**config.mk**
```make
export PLATFORM = sky130hd
export DESIGN_NAME = rw_turn_sched
export DESIGN_NICKNAME = d
export VERILOG_FILES = /design/src/rtl/rw_sched_pkg.sv /design/src/rtl/rw_dir_ctrl.sv /design/src/rtl/rw_cmd_out.sv /design/src/rtl/rw_turn_sched.sv
export SDC_FILE = /design/constraint.sdc
export NUM_CORES = 1
export LEC_CHECK = 0
export CAP_MARGIN = 5
export CORE_MARGIN = 2
export CORE_UTILIZATION = 33
export CTS_BUF_LIST = sky130_fd_sc_hd__clkbuf_16
export DETAILED_ROUTE_END_ITERATION = 10
export DONT_BUFFER_PORTS = 1
export PLACE_DENSITY = 0.48
export SYNTH_ARGS = -nofsm -noshare
export SYNTH_HDL_FRONTEND = slang
export SYNTH_SLANG_ARGS = --single-unit
```
**constraint.sdc**
```tcl
create_clock -name clk -period 1.6 [get_ports clk]
set_clock_uncertainty 0.05 [all_clocks]
set_input_delay 0.16 -clock clk [delete_from_list [all_inputs] [get_ports clk]]
set_output_delay 0.16 -clock clk [all_outputs]
set_load 0.01 [all_outputs]
```
**src/rtl/rw_sched_pkg.sv**
```systemverilog
package rw_sched_pkg;
  typedef enum logic {
    DIR_RD = 1'b0,
    DIR_WR = 1'b1
  } bus_dir_e;
endpackage

```
**src/rtl/rw_dir_ctrl.sv**
```systemverilog
// Direction state, turnaround countdown and batch length tracking.
module rw_dir_ctrl
  import rw_sched_pkg::*;
#(
  parameter int TURN_CYC  = 3,
  parameter int BATCH_MAX = 4
) (
  input  logic     clk,
  input  logic     rst_n,
  input  logic     wr_pend,
  input  logic     rd_pend,
  output bus_dir_e dir,
  output logic     issue_wr,
  output logic     issue_rd,
  output logic     turn_evt
);
  localparam int TW = $clog2(TURN_CYC + 1);
  localparam int BW = $clog2(BATCH_MAX + 1);

  bus_dir_e       dir_q, dir_d;
  logic [TW-1:0]  turn_q, turn_d;
  logic [BW-1:0]  batch_q, batch_d;
  logic           cur_pend, oth_pend, quiet, under, issue, flip, st_en;

  always_comb begin
    cur_pend = (dir_q == DIR_WR) ? wr_pend : rd_pend;
    oth_pend = (dir_q == DIR_WR) ? rd_pend : wr_pend;
    quiet    = (turn_q != '0);
    under    = (batch_q < BW'(BATCH_MAX));
    issue    = !quiet && cur_pend && (under || !oth_pend);
    flip     = !quiet && oth_pend && !issue;

    dir_d   = flip ? bus_dir_e'(~dir_q) : dir_q;
    turn_d  = flip ? TW'(TURN_CYC) : (quiet ? turn_q - TW'(1) : turn_q);
    if (flip)          batch_d = '0;
    else if (issue)    batch_d = under ? batch_q + BW'(1) : batch_q;
    else if (!cur_pend) batch_d = '0;
    else               batch_d = batch_q;

    st_en = flip || issue || quiet || (batch_q != '0);
  end

  always_ff @(posedge clk or negedge rst_n) begin
    if (!rst_n) begin
      dir_q   <= DIR_RD;
      turn_q  <= '0;
      batch_q <= '0;
    end else if (st_en) begin
      dir_q   <= dir_d;
      turn_q  <= turn_d;
      batch_q <= batch_d;
    end
  end

  assign dir      = dir_q;
  assign issue_wr = issue && (dir_q == DIR_WR);
  assign issue_rd = issue && (dir_q == DIR_RD);
  assign turn_evt = flip;
endmodule

```
**src/rtl/rw_cmd_out.sv**
```systemverilog
// Registered command output and turnaround counter.
module rw_cmd_out #(
  parameter int ADDR_W = 16,
  parameter int CNT_W  = 16
) (
  input  logic              clk,
  input  logic              rst_n,
  input  logic              issue_wr,
  input  logic              issue_rd,
  input  logic [ADDR_W-1:0] wr_addr,
  input  logic [ADDR_W-1:0] rd_addr,
  input  logic              turn_evt,
  output logic              cmd_valid,
  output logic              cmd_is_wr,
  output logic [ADDR_W-1:0] cmd_addr,
  output logic [CNT_W-1:0]  turn_count
);
  logic              vld_q, vld_d;
  logic              wr_q, wr_d;
  logic [ADDR_W-1:0] addr_q, addr_d;
  logic [CNT_W-1:0]  cnt_q, cnt_d;
  logic              pay_en;

  always_comb begin
    vld_d  = issue_wr || issue_rd;
    pay_en = vld_d;
    wr_d   = issue_wr;
    addr_d = issue_wr ? wr_addr : rd_addr;
    cnt_d  = cnt_q + CNT_W'(1);
  end

  always_ff @(posedge clk or negedge rst_n) begin
    if (!rst_n) begin
      vld_q  <= 1'b0;
      wr_q   <= 1'b0;
      addr_q <= '0;
      cnt_q  <= '0;
    end else begin
      vld_q <= vld_d;
      if (pay_en) begin
        wr_q   <= wr_d;
        addr_q <= addr_d;
      end
      if (turn_evt) cnt_q <= cnt_d;
    end
  end

  assign cmd_valid  = vld_q;
  assign cmd_is_wr  = wr_q;
  assign cmd_addr   = addr_q;
  assign turn_count = cnt_q;
endmodule

```
**src/rtl/rw_turn_sched.sv**
```systemverilog
module rw_turn_sched
  import rw_sched_pkg::*;
#(
  parameter int ADDR_W    = 16,
  parameter int CNT_W     = 16,
  parameter int TURN_CYC  = 3,
  parameter int BATCH_MAX = 4
) (
  input  logic              clk,
  input  logic              rst_n,
  input  logic              wr_valid,
  input  logic [ADDR_W-1:0] wr_addr,
  output logic              wr_ready,
  input  logic              rd_valid,
  input  logic [ADDR_W-1:0] rd_addr,
  output logic              rd_ready,
  output logic              cmd_valid,
  output logic              cmd_is_wr,
  output logic [ADDR_W-1:0] cmd_addr,
  output logic [CNT_W-1:0]  turn_count
);
  bus_dir_e dir;
  logic     issue_wr, issue_rd, turn_evt;

  rw_dir_ctrl #(.TURN_CYC(TURN_CYC), .BATCH_MAX(BATCH_MAX)) u_ctrl (
    .clk(clk), .rst_n(rst_n), .wr_pend(wr_valid), .rd_pend(rd_valid),
    .dir(dir), .issue_wr(issue_wr), .issue_rd(issue_rd), .turn_evt(turn_evt)
  );

  rw_cmd_out #(.ADDR_W(ADDR_W), .CNT_W(CNT_W)) u_out (
    .clk(clk), .rst_n(rst_n), .issue_wr(issue_wr), .issue_rd(issue_rd),
    .wr_addr(wr_addr), .rd_addr(rd_addr), .turn_evt(turn_evt),
    .cmd_valid(cmd_valid), .cmd_is_wr(cmd_is_wr), .cmd_addr(cmd_addr),
    .turn_count(turn_count)
  );

  assign wr_ready = issue_wr;
  assign rd_ready = issue_rd;
endmodule

```
==> results.cfg <==
[pwr]
p_per_area_mw_per_mm2 = 1743
total_power_mw = 4.314
p_leak_nw = 1.171
ir_worst_vdd_mv = 0.7324

[job]
timing.max_cap.violations = 0

[synth]
synth.distinct_cells = 29
yosysSeqAreaShare_pct = 53.44
yosysWarnings = 0
synth.ff_latch_count = 40
syn_area_mm2 = 0.001873
avgSynthCellArea_um2 = 11.15
syn-num-nets = 208
synthCells = 168

[worst_setup_path]
startpoint = u_ctrl.turn_q[0]
rr_worst_depth = 7
path_class = reg -> out
path_max_fanout = 5
rrSetupSlack_ns = -0.04
cp-start-kind = flip-flop
crit_required_ns = 1.39
cp_slowest_cell = dfrtp_1
cp.arrival_ns = 1.43
critPathTopFamily = buffers and inverters
cpMostUsedCell = buf_4
end_kind = output pin
cp_num_cells = 7
critPathBufInv = 4
crit_end = rd_ready
reg2reg_from = u_ctrl.turn_q[0]
slowest_delay_ns = 0.38
r2r-end = u_out.turn_count[15]
path_cells = inv_2 > ha_4 > buf_4 > nand3_4 > buf_6 > nor2_2 > buf_4

[sta]
setup_viol = 6
rsz0062_at_grt = yes
holdWs_ns = 0.02264
fmax_ghz = 0.6082
tightest_slew_ns = 0.3332
slew_headroom_pct = 77.62
setup_ws_ns = -0.04413
min_period_ns = 1.644
hold_viol_final = 0
fin_crit_sh_pct = 102.8
slew_viol_final = 0

[grt]
grt_max_degree = 41
first_global_vias = 1441
antenna_found_initial = 0
grt_usage_pct = 13.68
overflow = 0
grt_pass1_wl_mm = 6.727

[placed_design]
place.port_buffers = 0
dpl_worst_slack_ns = -0.1910
dp_hpwl_mm = 2.953
dpl_cell_area_mm2 = 0.002125
gp_congestion = 0.7532

[cells_and_area]
final_cell_mix = dfrtp_1 (40), buf_4 (32), nand2_1 (23)
area_growth_pct = 32.13
diodes = 0
final_common_cell = dfrtp_1
final.fill_count = 509
post-route-cell-area_mm2 = 0.002475
drive_gt1_share_pct = 29.95
fin_nets = 246

[clock_tree]
cts_buffers = 5
cts-root-buf = clkbuf_16
clkSinkCount = 40
cts_tree = built
clkLatencyLatePin_ns = 0.28
htree_num_levels = 2
clk_pin_slew_ns = 0.06
cts_buffer_depth = 2

[drt]
viasPerCell = 4.871
drt-total-wl_mm = 4.177
dr.pass1.iters = 4
drt_iter0_markers = 42
drc_errors = 0
num_vias = 1359
avgRoutedWirePerCell_um = 14.97
antenna_left = 0

[floorplan]
die_h_um = 79.34
dieArea_mm2 = 0.006295
row_count = 27
core_mm2 = 0.005507
start_util_pct = 34.01
die_x_um = 79.34
ios = 72

[run_status]
status = finished with violations
violations = setup timing

[worst_hold_path]
hp-class = in -> reg
==> flip-flops by register name, indices dropped and copies added (netlist names) <==
signal	flops
u_ctrl.batch_q	3
u_ctrl.dir	1
u_ctrl.turn_q	2
u_out.cmd_addr	16
u_out.cmd_is_wr	1
u_out.cmd_valid	1
u_out.turn_count	16
==> area by class of cell <==
cell class | instances | area (µm²) | share of cell area (%)
clock buffer | 5 | 125.1 | 5.056
clock inverter | 3 | 13.76 | 0.5561
inverter | 8 | 30.03 | 1.213
multi-input combinational | 114 | 910.9 | 36.80
sequential | 40 | 1001 | 40.44
tap | 72 | 90.09 | 3.640
timing repair buffer | 37 | 304.0 | 12.29
==> Yosys cell counts, drive strengths merged <==
cell	n	share of area, %
mux2i	18	9.6
o21ai	17	4.5
dfrtp	40	53
buf	2	0.53
a31oi	1	0.33
and3b	1	0.47
xnor2	14	6.5
nand3	7	1.9
o211a	1	0.53
nor2	4	0.80
nand4	5	1.7
nor4	3	2.1
a21o	2	0.80
nand2	23	4.6
ha	4	2.7
nor4bb	1	0.53
nor3	1	0.53
clkbuf	4	0.80
a22o	1	0.47
inv	8	1.6
and4	2	0.94
o211ai	1	0.40
mux2	4	2.4
nor2b	1	0.33
xor2	2	0.94
o221ai	1	0.47
==> metrics by stage <==
step,util (%),cells,setup TNS [ns]
floorplan,-,168,-0.02906
global placement,38.58,258,-0.5383
detailed placement,38.58,258,-2.652
CTS,44.17,277,-0.09690
global route,44.94,279,-1.270
finish,44.94,279,-0.1715
==> kinds of logic after synthesis <==
family | count (synthesis) | synth area share, %
fa+ha+maj | 4 | 2.672
compound gates | 24 | 7.549
buf+inv | 14 | 2.939
simple gates | 48 | 13.89
xor+xnor | 16 | 7.482
mux | 22 | 12.02
flops | 40 | 53.44
==> layer usage <==
layer | GRT usage (%) | up-vias | share of wire, %
li1 | - | 659 | -
met4 | 4.310 | 0 | 0.69
met3 | 5.455 | 4 | 7.7
met5 | 0 | - | 0
met2 | 23.39 | 51 | 52
met1 | 15.66 | 645 | 39
==> how the worst min path moves through the flow <==
stage | slack [ns] | endpoint | depth (start not counted) | start
finish | 0.02 | u_out.cmd_addr[15] | 2 | rd_addr[15]
floorplan | -0.19 | u_ctrl.batch_q[0] | 0 | rst_n
global route | 0.02 | u_out.cmd_addr[15] | 2 | rd_addr[15]
CTS | 0.02 | u_out.cmd_addr[15] | 2 | rd_addr[15]
detailed placement | -0.18 | u_out.turn_count[6] | 0 | rst_n
global placement | -0.18 | u_out.turn_count[8] | 0 | rst_n
==> power by group <==
group / switching [mW] / internal, mW
combinational: 0.810 / 0.884
clock: 0.380 / 0.566
sequential: 0.334 / 1.34
total: 1.52 / 2.79
==> repair_timing <==
action                                  in CTS  in global routing
pin swaps                                   10                  7
setup buffers                                9                  2
hold buffers                                 2                  0
hold endpoints to repair                    40                  0
endpoints found under the setup margin      33                 20
cloned                                       0                  0
gates resized for setup                     16                  6
==> worst reg2reg max path: stages (launching register included) <==
cell,delay (ns)
dfrtp_1,0.38
inv_2,0.09
ha_4,0.18
nand3_4,0.10
nor4_4,0.29
buf_4,0.17
nand4_1,0.12
xnor2_1,0.15
Power figures use the tool's default switching activity.
